--- config.mk ---
export PLATFORM = sky130hd
export DESIGN_NAME = rtc_calendar
export DESIGN_NICKNAME = d
export VERILOG_FILES = /design/src/rtl/rtc_pkg.sv /design/src/rtl/rtc_prescaler.sv /design/src/rtl/rtc_time_regs.sv /design/src/rtl/rtc_irq.sv /design/src/rtl/rtc_calendar.sv
export SDC_FILE = /design/constraint.sdc
export NUM_CORES = 1
export LEC_CHECK = 0
export ABC_AREA = 1
export BUFFER_PORTS_ARGS = -buffer_cell sky130_fd_sc_hd__buf_2
export CORE_MARGIN = 3
export CORE_UTILIZATION = 50
export CTS_CLUSTER_SIZE = 25
export DETAILED_ROUTE_END_ITERATION = 10
export PLACE_DENSITY = 0.66
export SYNTH_ARGS = -nofsm -noshare
export SYNTH_HDL_FRONTEND = slang
export SYNTH_SLANG_ARGS = --single-unit
--- constraint.sdc ---
create_clock -name clk_i -period 4.6 [get_ports clk_i]
set_clock_uncertainty 0.2 [all_clocks]
set_input_delay 0.23 -clock clk_i [delete_from_list [all_inputs] [get_ports clk_i]]
set_output_delay 0.23 -clock clk_i [all_outputs]
set_load 0.01 [all_outputs]
--- src/rtl/rtc_pkg.sv ---
package rtc_pkg;

  typedef struct packed {
    logic [7:0] cent;
    logic [7:0] year;
    logic [7:0] mon;
    logic [7:0] mday;
    logic [7:0] wday;
    logic [7:0] hour;
    logic [7:0] min;
    logic [7:0] sec;
  } rtc_time_t;

  localparam logic [6:0] REG_SEC   = 7'h00;
  localparam logic [6:0] REG_ASEC  = 7'h01;
  localparam logic [6:0] REG_MIN   = 7'h02;
  localparam logic [6:0] REG_AMIN  = 7'h03;
  localparam logic [6:0] REG_HOUR  = 7'h04;
  localparam logic [6:0] REG_AHOUR = 7'h05;
  localparam logic [6:0] REG_WDAY  = 7'h06;
  localparam logic [6:0] REG_MDAY  = 7'h07;
  localparam logic [6:0] REG_MON   = 7'h08;
  localparam logic [6:0] REG_YEAR  = 7'h09;
  localparam logic [6:0] REG_RATE  = 7'h0A;
  localparam logic [6:0] REG_MODE  = 7'h0B;
  localparam logic [6:0] REG_FLAG  = 7'h0C;
  localparam logic [6:0] REG_CENT  = 7'h32;

  localparam int MODE_24H = 1;
  localparam int MODE_BIN = 2;
  localparam int MODE_AIE = 5;
  localparam int MODE_PIE = 6;

  localparam rtc_time_t RTC_RST = '{cent: 8'h20, year: 8'h00, mon: 8'h01, mday: 8'h01,
                                    wday: 8'h01, hour: 8'h00, min: 8'h00, sec: 8'h00};

  // encode a small number in the active format
  function automatic logic [7:0] enc(input int unsigned n, input logic bin);
    enc = bin ? 8'(n) : {4'(n / 10), 4'(n % 10)};
  endfunction

  function automatic logic [7:0] dec(input logic [7:0] v, input logic bin);
    dec = bin ? v : ({4'd0, v[7:4]} * 8'd10) + {4'd0, v[3:0]};
  endfunction

  function automatic logic [7:0] step(input logic [7:0] v, input logic bin);
    if (bin) step = v + 8'd1;
    else if (v[3:0] >= 4'd9) step = {v[7:4] + 4'd1, 4'd0};
    else step = v + 8'd1;
  endfunction

  function automatic int unsigned days_in(input logic [7:0] m, input logic leap);
    case (m)
      8'd2:                    days_in = leap ? 29 : 28;
      8'd4, 8'd6, 8'd9, 8'd11: days_in = 30;
      default:                 days_in = 31;
    endcase
  endfunction

endpackage

--- src/rtl/rtc_prescaler.sv ---
module rtc_prescaler #(
  parameter int PRESCALE_W = 15,
  parameter int PDIV_W     = 14
) (
  input  logic       clk_i,
  input  logic       rst_ni,
  input  logic       tick_i,
  input  logic       restart_i,
  input  logic [3:0] rate_i,
  output logic       sec_tick_o,
  output logic       per_evt_o
);
  logic [PRESCALE_W-1:0] cnt_q;
  logic [PDIV_W-1:0]     pdiv_q;
  logic [3:0]            rate_eff;
  logic [3:0]            shift;
  logic [PDIV_W-1:0]     mask;

  always_ff @(posedge clk_i or negedge rst_ni) begin
    if (!rst_ni) begin
      cnt_q  <= '0;
      pdiv_q <= '0;
    end else begin
      if (restart_i)   cnt_q <= '0;
      else if (tick_i) cnt_q <= cnt_q + 1'b1;
      if (tick_i)      pdiv_q <= pdiv_q + 1'b1;
    end
  end

  assign sec_tick_o = tick_i && (&cnt_q);

  // rates 1 and 2 clamp to the fastest legal period of 4 ticks
  always_comb begin
    rate_eff = (rate_i < 4'd3) ? 4'd3 : rate_i;
    shift    = rate_eff - 4'd1;
    mask     = ~({PDIV_W{1'b1}} << shift);
  end

  assign per_evt_o = tick_i && (rate_i != 4'd0) && ((pdiv_q & mask) == mask);

  assert_restart_R2: assert property (@(posedge clk_i) disable iff (!rst_ni)
    restart_i |=> (cnt_q == '0));

  assert_per_spacing_R11: assert property (@(posedge clk_i) disable iff (!rst_ni)
    per_evt_o |=> !per_evt_o);

endmodule

--- src/rtl/rtc_time_regs.sv ---
module rtc_time_regs
  import rtc_pkg::*;
(
  input  logic       clk_i,
  input  logic       rst_ni,
  input  logic       sec_tick_i,
  input  logic       wr_en_i,
  input  logic [6:0] wr_addr_i,
  input  logic [7:0] wr_data_i,
  input  logic       h24_i,
  input  logic       bin_i,
  output logic       wr_hit_o,
  output logic       upd_o,
  output rtc_time_t  time_o,
  output rtc_time_t  time_nxt_o
);
  rtc_time_t  time_q, nxt;
  logic       day_c;
  logic [7:0] hf, hstep, e12, dim, yb;
  logic       leap;

  assign wr_hit_o = wr_en_i && (wr_addr_i inside {REG_SEC, REG_MIN, REG_HOUR, REG_WDAY,
                                                 REG_MDAY, REG_MON, REG_YEAR, REG_CENT});
  assign upd_o    = sec_tick_i && !wr_hit_o;

  always_comb begin
    nxt   = time_q;
    day_c = 1'b0;
    hf    = {1'b0, time_q.hour[6:0]};
    hstep = step(hf, bin_i);
    e12   = enc(12, bin_i);
    yb    = dec(time_q.year, bin_i);
    leap  = (yb[1:0] == 2'b00);
    dim   = enc(days_in(dec(time_q.mon, bin_i), leap), bin_i);
    if (time_q.sec == enc(59, bin_i)) begin
      nxt.sec = 8'h00;
      if (time_q.min == enc(59, bin_i)) begin
        nxt.min = 8'h00;
        if (h24_i) begin
          if (time_q.hour == enc(23, bin_i)) begin
            nxt.hour = 8'h00;
            day_c    = 1'b1;
          end else begin
            nxt.hour = step(time_q.hour, bin_i);
          end
        end else if (hf == e12) begin
          nxt.hour = {time_q.hour[7], 7'd1};
        end else if (hf == enc(11, bin_i)) begin
          nxt.hour = {~time_q.hour[7], e12[6:0]};
          day_c    = time_q.hour[7];
        end else begin
          nxt.hour = {time_q.hour[7], hstep[6:0]};
        end
      end else begin
        nxt.min = step(time_q.min, bin_i);
      end
    end else begin
      nxt.sec = step(time_q.sec, bin_i);
    end
    if (day_c) begin
      nxt.wday = (time_q.wday == 8'd7) ? 8'd1 : time_q.wday + 8'd1;
      if (time_q.mday == dim) begin
        nxt.mday = 8'h01;
        if (time_q.mon == enc(12, bin_i)) begin
          nxt.mon = 8'h01;
          if (time_q.year == enc(99, bin_i)) begin
            nxt.year = 8'h00;
            nxt.cent = (time_q.cent == enc(99, bin_i)) ? 8'h00 : step(time_q.cent, bin_i);
          end else begin
            nxt.year = step(time_q.year, bin_i);
          end
        end else begin
          nxt.mon = step(time_q.mon, bin_i);
        end
      end else begin
        nxt.mday = step(time_q.mday, bin_i);
      end
    end
  end

  always_ff @(posedge clk_i or negedge rst_ni) begin
    if (!rst_ni) begin
      time_q <= RTC_RST;
    end else if (wr_hit_o) begin
      case (wr_addr_i)
        REG_SEC:  time_q.sec  <= wr_data_i;
        REG_MIN:  time_q.min  <= wr_data_i;
        REG_HOUR: time_q.hour <= wr_data_i;
        REG_WDAY: time_q.wday <= wr_data_i;
        REG_MDAY: time_q.mday <= wr_data_i;
        REG_MON:  time_q.mon  <= wr_data_i;
        REG_YEAR: time_q.year <= wr_data_i;
        REG_CENT: time_q.cent <= wr_data_i;
        default: ;
      endcase
    end else if (sec_tick_i) begin
      time_q <= nxt;
    end
  end

  assign time_o     = time_q;
  assign time_nxt_o = nxt;

  assert_sec_moves_R2: assert property (@(posedge clk_i) disable iff (!rst_ni)
    upd_o |=> !$stable(time_q.sec));

  assert_wday_wrap_R7: assert property (@(posedge clk_i) disable iff (!rst_ni)
    (upd_o && day_c && time_q.wday == 8'd7) |=> (time_q.wday == 8'd1));

endmodule

--- src/rtl/rtc_irq.sv ---
module rtc_irq (
  input  logic       clk_i,
  input  logic       rst_ni,
  input  logic       alarm_evt_i,
  input  logic       per_evt_i,
  input  logic       clr_i,
  input  logic       aie_i,
  input  logic       pie_i,
  output logic [7:0] flag_byte_o,
  output logic       irq_o
);
  logic af_q, pf_q;

  // a new event wins over a clearing read
  always_ff @(posedge clk_i or negedge rst_ni) begin
    if (!rst_ni) begin
      af_q <= 1'b0;
      pf_q <= 1'b0;
    end else begin
      if (alarm_evt_i) af_q <= 1'b1;
      else if (clr_i)  af_q <= 1'b0;
      if (per_evt_i)   pf_q <= 1'b1;
      else if (clr_i)  pf_q <= 1'b0;
    end
  end

  assign irq_o       = (af_q && aie_i) || (pf_q && pie_i);
  assign flag_byte_o = {irq_o, pf_q, af_q, 5'b0};

  assert_clear_R12: assert property (@(posedge clk_i) disable iff (!rst_ni)
    (clr_i && !alarm_evt_i && !per_evt_i) |=> (!af_q && !pf_q));

  assert_irq_src_R12: assert property (@(posedge clk_i) disable iff (!rst_ni)
    $rose(irq_o) |-> ($past(alarm_evt_i || per_evt_i) || $rose(aie_i) || $rose(pie_i)));

endmodule

--- src/rtl/rtc_calendar.sv ---
module rtc_calendar
  import rtc_pkg::*;
#(
  parameter int PRESCALE_W = 15,
  parameter int PDIV_W     = 14
) (
  input  logic       clk_i,
  input  logic       rst_ni,
  input  logic       osc_tick_i,
  input  logic [6:0] reg_addr_i,
  input  logic       reg_wr_i,
  input  logic [7:0] reg_wdata_i,
  input  logic       reg_rd_i,
  output logic [7:0] reg_rdata_o,
  output logic       irq_o
);
  rtc_time_t  tm, tm_nxt;
  logic [7:0] asec_q, amin_q, ahour_q, rate_q, mode_q, flag_byte, rd_mux, rdata_q;
  logic       sec_tick, per_evt, wr_hit, upd, alarm_evt, flag_clr;

  always_ff @(posedge clk_i or negedge rst_ni) begin
    if (!rst_ni) begin
      asec_q  <= 8'h00;
      amin_q  <= 8'h00;
      ahour_q <= 8'h00;
      rate_q  <= 8'h00;
      mode_q  <= 8'h02;
    end else if (reg_wr_i) begin
      case (reg_addr_i)
        REG_ASEC:  asec_q  <= reg_wdata_i;
        REG_AMIN:  amin_q  <= reg_wdata_i;
        REG_AHOUR: ahour_q <= reg_wdata_i;
        REG_RATE:  rate_q  <= reg_wdata_i;
        REG_MODE:  mode_q  <= reg_wdata_i;
        default: ;
      endcase
    end
  end

  rtc_prescaler #(.PRESCALE_W(PRESCALE_W), .PDIV_W(PDIV_W)) u_presc (
    .clk_i      (clk_i),
    .rst_ni     (rst_ni),
    .tick_i     (osc_tick_i),
    .restart_i  (wr_hit),
    .rate_i     (rate_q[3:0]),
    .sec_tick_o (sec_tick),
    .per_evt_o  (per_evt)
  );

  rtc_time_regs u_time (
    .clk_i      (clk_i),
    .rst_ni     (rst_ni),
    .sec_tick_i (sec_tick),
    .wr_en_i    (reg_wr_i),
    .wr_addr_i  (reg_addr_i),
    .wr_data_i  (reg_wdata_i),
    .h24_i      (mode_q[MODE_24H]),
    .bin_i      (mode_q[MODE_BIN]),
    .wr_hit_o   (wr_hit),
    .upd_o      (upd),
    .time_o     (tm),
    .time_nxt_o (tm_nxt)
  );

  assign alarm_evt = upd && (tm_nxt.sec == asec_q) && (tm_nxt.min == amin_q)
                         && (tm_nxt.hour == ahour_q);
  assign flag_clr  = reg_rd_i && (reg_addr_i == REG_FLAG);

  rtc_irq u_irq (
    .clk_i       (clk_i),
    .rst_ni      (rst_ni),
    .alarm_evt_i (alarm_evt),
    .per_evt_i   (per_evt),
    .clr_i       (flag_clr),
    .aie_i       (mode_q[MODE_AIE]),
    .pie_i       (mode_q[MODE_PIE]),
    .flag_byte_o (flag_byte),
    .irq_o       (irq_o)
  );

  always_comb begin
    case (reg_addr_i)
      REG_SEC:   rd_mux = tm.sec;
      REG_ASEC:  rd_mux = asec_q;
      REG_MIN:   rd_mux = tm.min;
      REG_AMIN:  rd_mux = amin_q;
      REG_HOUR:  rd_mux = tm.hour;
      REG_AHOUR: rd_mux = ahour_q;
      REG_WDAY:  rd_mux = tm.wday;
      REG_MDAY:  rd_mux = tm.mday;
      REG_MON:   rd_mux = tm.mon;
      REG_YEAR:  rd_mux = tm.year;
      REG_RATE:  rd_mux = rate_q;
      REG_MODE:  rd_mux = mode_q;
      REG_FLAG:  rd_mux = flag_byte;
      REG_CENT:  rd_mux = tm.cent;
      default:   rd_mux = 8'h00;
    endcase
  end

  always_ff @(posedge clk_i or negedge rst_ni) begin
    if (!rst_ni)       rdata_q <= 8'h00;
    else if (reg_rd_i) rdata_q <= rd_mux;
  end

  assign reg_rdata_o = rdata_q;

  assert_rdata_hold_R14: assert property (@(posedge clk_i) disable iff (!rst_ni)
    !reg_rd_i |=> $stable(reg_rdata_o));

  assert_alarm_needs_tick_R10: assert property (@(posedge clk_i) disable iff (!rst_ni)
    alarm_evt |-> (sec_tick && osc_tick_i));

endmodule

* Word-level counts from Yosys, hierarchy flattened
Index checks and enable logic that the tools add are counted.
** Operators by class
- Muxes and demuxes :: 66
- Reduce and logical (&&, ||, !) cells :: 40
- Shifts and indexed selects :: 1
- Equality and inequality tests :: 40
- Bitwise operators :: 3
- Add/subtract/negate cells :: 22
- $lt $le $gt $ge :: 8
- Div/mod/pow operators :: 2
- Multiply operators :: 2
** Operators with widths (number)
- $mux 8 :: 38
- $mux 64 :: 2
- $pmux 8 s14 :: 1
- $eq 8x8->1 :: 10
- $add 8x1->8 const B :: 8
- $pmux 32 s2 :: 1
- $mux 40 :: 1
- $eq 7x4->1 const B :: 5
- $div 32x4->32 const B :: 1
- $mod 32x4->32 const B :: 1
- $mux 16 :: 2
- $mux 15 :: 2
- $add 4x1->4 const B :: 7
- $eq 7x3->1 const B :: 4
- $ge 4x4->1 const B :: 7
- $eq 8x3->1 const B :: 3
- $mux 24 :: 1
- $mux 7 :: 3
- $eq 8x4->1 const B :: 2
- $ne 2x2->1 const B :: 8
- $reduce_and 2->1 :: 8
- $reduce_bool 2->1 :: 8
- $add 15x1->15 const B :: 1
- $reduce_and 15->1 :: 1
- other kinds (37) :: 59
** Word-level totals
- Logic and storage cells :: 202
- Memory bits (read-only) :: 0
- Memory bits (writable) :: 0
- Input bits :: 20
- Bits in registers :: 143
- Latch bits :: 0
- Output and inout port bits :: 9
- Memories kept :: 0

* Depth between registers and ports, before layout
- Depth after elaboration :: 13
- Mapped depth :: 21
- Gate-level depth less buffers :: 20

* By module
A second synthesis with hierarchy kept.
** Second synthesis, totals
- Cell total of the unflattened synthesis :: 1812
- Area total of the unflattened synthesis :: 11921.4 sq um
** By module, submodules not included
- rtc_time_regs :: area each 6685.2 sq um, instances 1, cells each 1058, seq. area each 1606.5 sq um
- rtc_calendar :: area each 3407.0 sq um, instances 1, cells each 509, seq. area each 1202.4 sq um
- rtc_prescaler :: area each 1677.9 sq um, instances 1, cells each 224, seq. area each 725.7 sq um
- rtc_irq :: area each 151.4 sq um, instances 1, cells each 21, seq. area each 50.0 sq um

* Least setup slack after synthesis
OpenSTA, ideal clock, no wires.
- Kind :: register to register
- Start :: register u_time.time_q, in the netlist u_time.time_o[45]
- End :: register u_time.time_q, in the netlist u_time.time_o[62]
- Buffers on the path :: 1
- Clock period less this slack :: 3.036 ns
- Stages on the path, launching flop included :: 19
- Setup time :: 0.121 ns
- Arrival time :: 2.715 ns
- Data required time :: 4.279 ns
- Setup slack :: 1.564 ns
- Path through :: dfrtp_1 -> ha_1 -> ha_1 -> fa_1 -> nand2_1 -> nand3b_1 -> nand2_1 -> nand4_1 -> nand2_1 -> nand3_1 -> nand3_1 -> nand2_1 -> nor2_1 -> nand2_2 -> nand2_2 -> nand2_2 -> buf_6 -> nand2_2 -> o21ai_2
** On the way
- Word-level cells in the longest chain between the ends :: 11
- Elaborated cells on any way between the ends :: 18
- Those cells by class :: 1 x add/sub; 1 x mul; 2 x div; 7 x eq/ne; 3 x mux; 4 x reduce/logical
** Ends and longest elaborated chain
- from (decl) :: RTL line rtc_time_regs.sv:17 : rtc_time_t time_q, nxt;
- from (signal assigned) :: RTL line rtc_time_regs.sv:97 : time_q <= nxt;
- $mul 4x3->7 :: RTL line rtc_pkg.sv:43 : dec = bin ? v : ({4'd0, v[7:4]} * 8'd10) + {4'd0, v[3:0]};
- $add 8x4->8 :: RTL line rtc_pkg.sv:43
- $mux 8 :: RTL line rtc_pkg.sv:43
- $eq 8x3->1 or $eq 8x4->1 (tied branches) :: RTL line rtc_pkg.sv:53 : case (m)
- $reduce_or 4->1 :: RTL line rtc_pkg.sv:53
- $pmux 32 s2 :: RTL line rtc_pkg.sv:53
- $mod 32x4->32 or $div 32x4->32 (tied branches) :: RTL line rtc_pkg.sv:39 : enc = bin ? 8'(n) : {4'(n / 10), 4'(n % 10)};
- $mux 8 :: RTL line rtc_pkg.sv:39
- $eq 8x8->1 :: RTL line rtc_time_regs.sv:62 : if (time_q.mday == dim) begin
- $reduce_bool 2->1 (no line)
- $reduce_and 6->1 (no line) (*)
Every way passes the cells marked *; elsewhere a longest branch is shown, timed or not.
A chain may end at the register's enable or synchronous reset.

* Final worst setup path
- Start :: register u_time.time_q, in the netlist u_time.time_o[45]
- End :: register u_time.time_q, in the netlist u_time.time_o[63]
The elaborated chain is that of the path after synthesis.

==> impl_summary.log <==
[metrics] total number of clock tree sinks: 143
[metrics] share of total power in combinational logic: 0.276
[metrics] cell family with the largest share of critical-path delay: simple AND/OR/NAND/NOR gates
[metrics] clk_lat worst skew: 440 ps
[metrics] # nets final: 1562
[metrics] most numerous cell on the critical path: nand2_1
[metrics] first-pass detailed-route iteration total: 5
[metrics] remaining global-route overflow: 0
[metrics] number of placed instances with taps included: 1738
[metrics] final worst path period need: 3720 ps
[metrics] Port-buffer cells: 28
[metrics] global-route wire length before repair: 53.0 mm
[metrics] share of total power consumed by net switching: 0.389
[metrics] Clock power frac: 0.335
[metrics] starting density of the core: 0.519
[metrics] Max-Slew Margin vs Limit: 0.266
[metrics] core area: 0.0198 mm²
[metrics] number of nets produced by synthesis: 1538
[metrics] synthesis warning total: 0
[metrics] power density over cell area: 385 mW/mm²
[metrics] IR drop worst, VDD: 0.223 mV
[metrics] highest fanout seen on the critical path: 24
[metrics] Internal Power: 0.00266 W
[metrics] sequence of cells on the critical path: ha_1, ha_1, fa_1, nand2_1, nand3b_1, nand2_1, nand4_1, nand2_1, nand3_1, nand3_1, nand2_1, nor2_1, nand2_2, nand2_2, nand2_2, nand2_1, o21ai_2
[metrics] part of the cycle the worst path needs: 0.808
[metrics] final hold violations: 0
[metrics] required arrival time at the worst endpoint: 4720 ps
[metrics] CTS Buf Count: 17
[metrics] reg-to-reg critical path startpoint: u_time.time_o[45]
[metrics] clk buf depth: 2
[metrics] detailed placer's ending HPWL: 24.9 mm
[metrics] number of remaining DRC errors: 0
[metrics] final std cells w/o fill: 1775
[metrics] total length of routed wires: 33.5 mm
[metrics] DR vias: 10293
[metrics] fill count: 1896
[metrics] maximum capacitance violations: 0
[metrics] run status: complete, no violations
[metrics] accumulated negative setup slack: 0 ps
[metrics] WL/cell: 18.9 µm
[metrics] master of the slowest instance on the critical path: fa_1
[metrics] pin count of the biggest net entering global routing: 109
[metrics] kind of capture point of the worst setup path: register
[metrics] initial DRC count: 1111
[metrics] clock tree root driver cell: clkbuf_16
[metrics] type of the setup path with the least slack: reg -> reg
[metrics] Distinct cells, synth: 52
[metrics] routability-driven placement congestion ratio: 1.01
[metrics] Least-Margin Pin Slew: 1100 ps
[metrics] CTS tree: done
[metrics] unrepaired setup endpoints after global routing: false
[metrics] layout-stage area growth over the synthesis result: 9.77%
[metrics] Max stage delay on crit path: 510 ps
[metrics] Critical path buffers and inverters: 0
[metrics] DR vias/cell: 5.80
[metrics] setup-violating endpoint count in the final report: 0
[metrics] chip height: 150 µm
[metrics] share of synthesized flip-flops with an asynchronous set or reset: 1.00
[metrics] number of synthesized flops with an enable pin: 0
[metrics] worst hold slack after final layout: 22.9 ps
[metrics] post-synthesis instance area: 0.0103 mm²
[metrics] total power after layout: 0.00436 W
[metrics] initial antenna violation count: 0
[metrics] final antenna diode count: 0
[metrics] worst min-delay path class: in -> reg
[metrics] synthesized area per cell: 7.00 µm²
[metrics] timing-limited maximum frequency: 269 MHz
[metrics] flip-flop and latch count after synthesis: 143
[metrics] total leakage power: 5.61 nW
[metrics] portion of total power attributed to sequential cells: 0.389
[metrics] ANT nets after route: 0
[metrics] fraction of the yosys area taken by sequential cells: 0.348
[metrics] fin area: 0.0113 mm²
[metrics] cells after synthesis: 1473
[metrics] clock slew at reported path FFs: 70 ps
[metrics] WHS Endpoint: asec_q[7]
[metrics] power spent charging and discharging nets: 0.00169 W
[metrics] CP Launch Type: register
[metrics] floorplan die width: 150 µm
[metrics] maximum level of the CTS H-tree: 4
[metrics] post-placement cell area: 0.0107 mm²
[metrics] worst hold path startpoint: reg_wdata_i[7]
[metrics] Data arrival, critical path: 3830 ps
[metrics] max-slew violations: 0
[metrics] reg-to-reg endpoint: u_time.time_o[63]
[metrics] overall die area: 0.0224 mm²
[metrics] number of placed I/O pins: 29
[metrics] row count: 51
[metrics] flop2flop setup slack: 880 ps
[metrics] count of cells along the worst hold path: 3
[metrics] Reg2Reg Depth: 17
[metrics] GR Util All Layers: 0.307
[metrics] commonest register cell after synthesis: dfrtp_1
[metrics] via count of the first global-routing pass: 9560
[metrics] fraction of final layout cells with drive strength greater than 1: 0.0748
-- repair_timing --
action	CTS	global route
hold buffers	5	0
resized for setup	0	0
buffers inserted	0	0
endpoints found under the hold margin	118	0
-- through the flow --
stage	setup slack [ps]	utilization
after floorplan	1560	-
after global placement	1010	0.537
after detailed placement	898	0.537
after CTS	893	0.570
after global routing	556	0.570
final	883	0.570
-- metal layers --
metal  vias to the layer above  track usage  routed length [µm]  share of wire
met3                       100       0.0678                3340           0.10
met4                         0        0.124                1340          0.040
met2                       476        0.450               14000           0.42
met1                      4772        0.440               14900           0.44
li1                       4945            -                   -              -
met5                         -            0                   0              0
-- cell usage after synthesis, drive strengths merged, types with 5 or more instances --
| master | count | area (µm²) |
|---|---|---|
| a211oi | 7 | 52.6 |
| a21boi | 6 | 45.0 |
| a21oi | 59 | 307 |
| a221oi | 14 | 123 |
| a31oi | 11 | 68.8 |
| buf | 23 | 144 |
| clkbuf | 14 | 52.6 |
| dfrtp | 138 | 3450 |
| dfstp | 5 | 131 |
| ha | 43 | 538 |
| inv | 189 | 709 |
| nand2 | 394 | 1520 |
| nand3 | 112 | 581 |
| nand3b | 7 | 52.6 |
| nand4 | 46 | 288 |
| nor2 | 137 | 529 |
| nor3 | 28 | 156 |
| nor4 | 8 | 50.1 |
| o21ai | 129 | 679 |
| o22ai | 22 | 138 |
| xnor2 | 6 | 52.6 |
| xor2 | 41 | 359 |
-- worst max path at each step --
stage / startpoint / to / slack (ps) / cells past startpoint
after floorplan: u_time.time_o[45] / u_time.time_o[62] / 1560 / 18
after global placement: u_time.time_o[45] / u_time.time_o[63] / 1010 / 17
after detailed placement: u_time.time_o[45] / u_time.time_o[63] / 900 / 17
after CTS: u_time.time_o[45] / u_time.time_o[63] / 890 / 17
after global routing: u_time.time_o[45] / u_time.time_o[63] / 560 / 17
final: u_time.time_o[45] / u_time.time_o[63] / 880 / 17
-- cell type report --
class                   count  area [µm²]  area share
clock inverters            14         169      0.0149
multi-input cells        1102        5810       0.513
well taps                 265         332      0.0293
flip-flops and latches    143        3580       0.317
inverters                 191         717      0.0634
clock buffers              18         439      0.0388
repair buffers             42         264      0.0233
-- power by group through the flow --
stage,clock [W],sequential [W],combinational (W)
6_report,0.00146,0.00170,0.00120
5_1_grt,0.00153,0.00172,0.00138
4_1_cts,0.00148,0.00168,0.00118
3_5_place_dp,0,0.00171,0.00117
3_3_place_gp,0,0.00170,0.00116
2_1_floorplan,0,0.00161,0.000923
-- cells in the final DEF, fill, tap and decap left out, types with 5 or more instances in the layout --
cell,count
a211oi_1,7
xnor2_1,6
xor2_1,41
buf_4,9
nand2_1,383
inv_2,8
nor3_1,26
nand3_1,108
o21ai_1,7
nand4_1,46
inv_1,181
o21ai_2,6
inv_8,7
a21oi_1,58
buf_2,27
ha_1,43
dlygate4sd3_1,5
a221oi_1,14
clkbuf_16,17
nor4_1,8
nand2_2,9
o21ai_0,115
dfrtp_1,138
a31oi_1,11
nand3b_1,7
dfstp_2,5
o22ai_1,22
nor2_1,133
-- flip-flops by register name (all words and copies together) (netlist names) --
| signal | cells |
|---|---|
| reg_rdata_o | 8 |
| u_time.time_o | 64 |
| rate_q | 8 |
| u_presc.cnt_q | 15 |
| amin_q | 8 |
| u_irq.af_q | 1 |
| mode_q | 8 |
| u_presc.pdiv_q | 14 |
| u_irq.pf_q | 1 |
| ahour_q | 8 |
| asec_q | 8 |
-- worst register-to-register path: stages (launching register included) --
cell and delay [ps]:
dfrtp_1 480, ha_1 340, ha_1 220, fa_1 510, nand2_1 50, nand3b_1 150, nand2_1 80, nand4_1 80
nand2_1 100, nand3_1 120, nand3_1 100, nand2_1 50, nor2_1 120, nand2_2 130, nand2_2 370, nand2_2 300
nand2_1 150, o21ai_2 60
-- logic make-up (layout without fill, tap and decap cells) --
logic type	after synthesis	in the layout	synth area share
AO/OA/AOI/OAI	274	274	0.157
buffers and inverters	228	265	0.0886
adder cells (fa/ha/maj)	45	45	0.0561
XOR/XNOR	47	47	0.0399
flip-flops	143	143	0.348
AND/OR/NAND/NOR	736	736	0.310
Power figures use the tool's default switching activity.
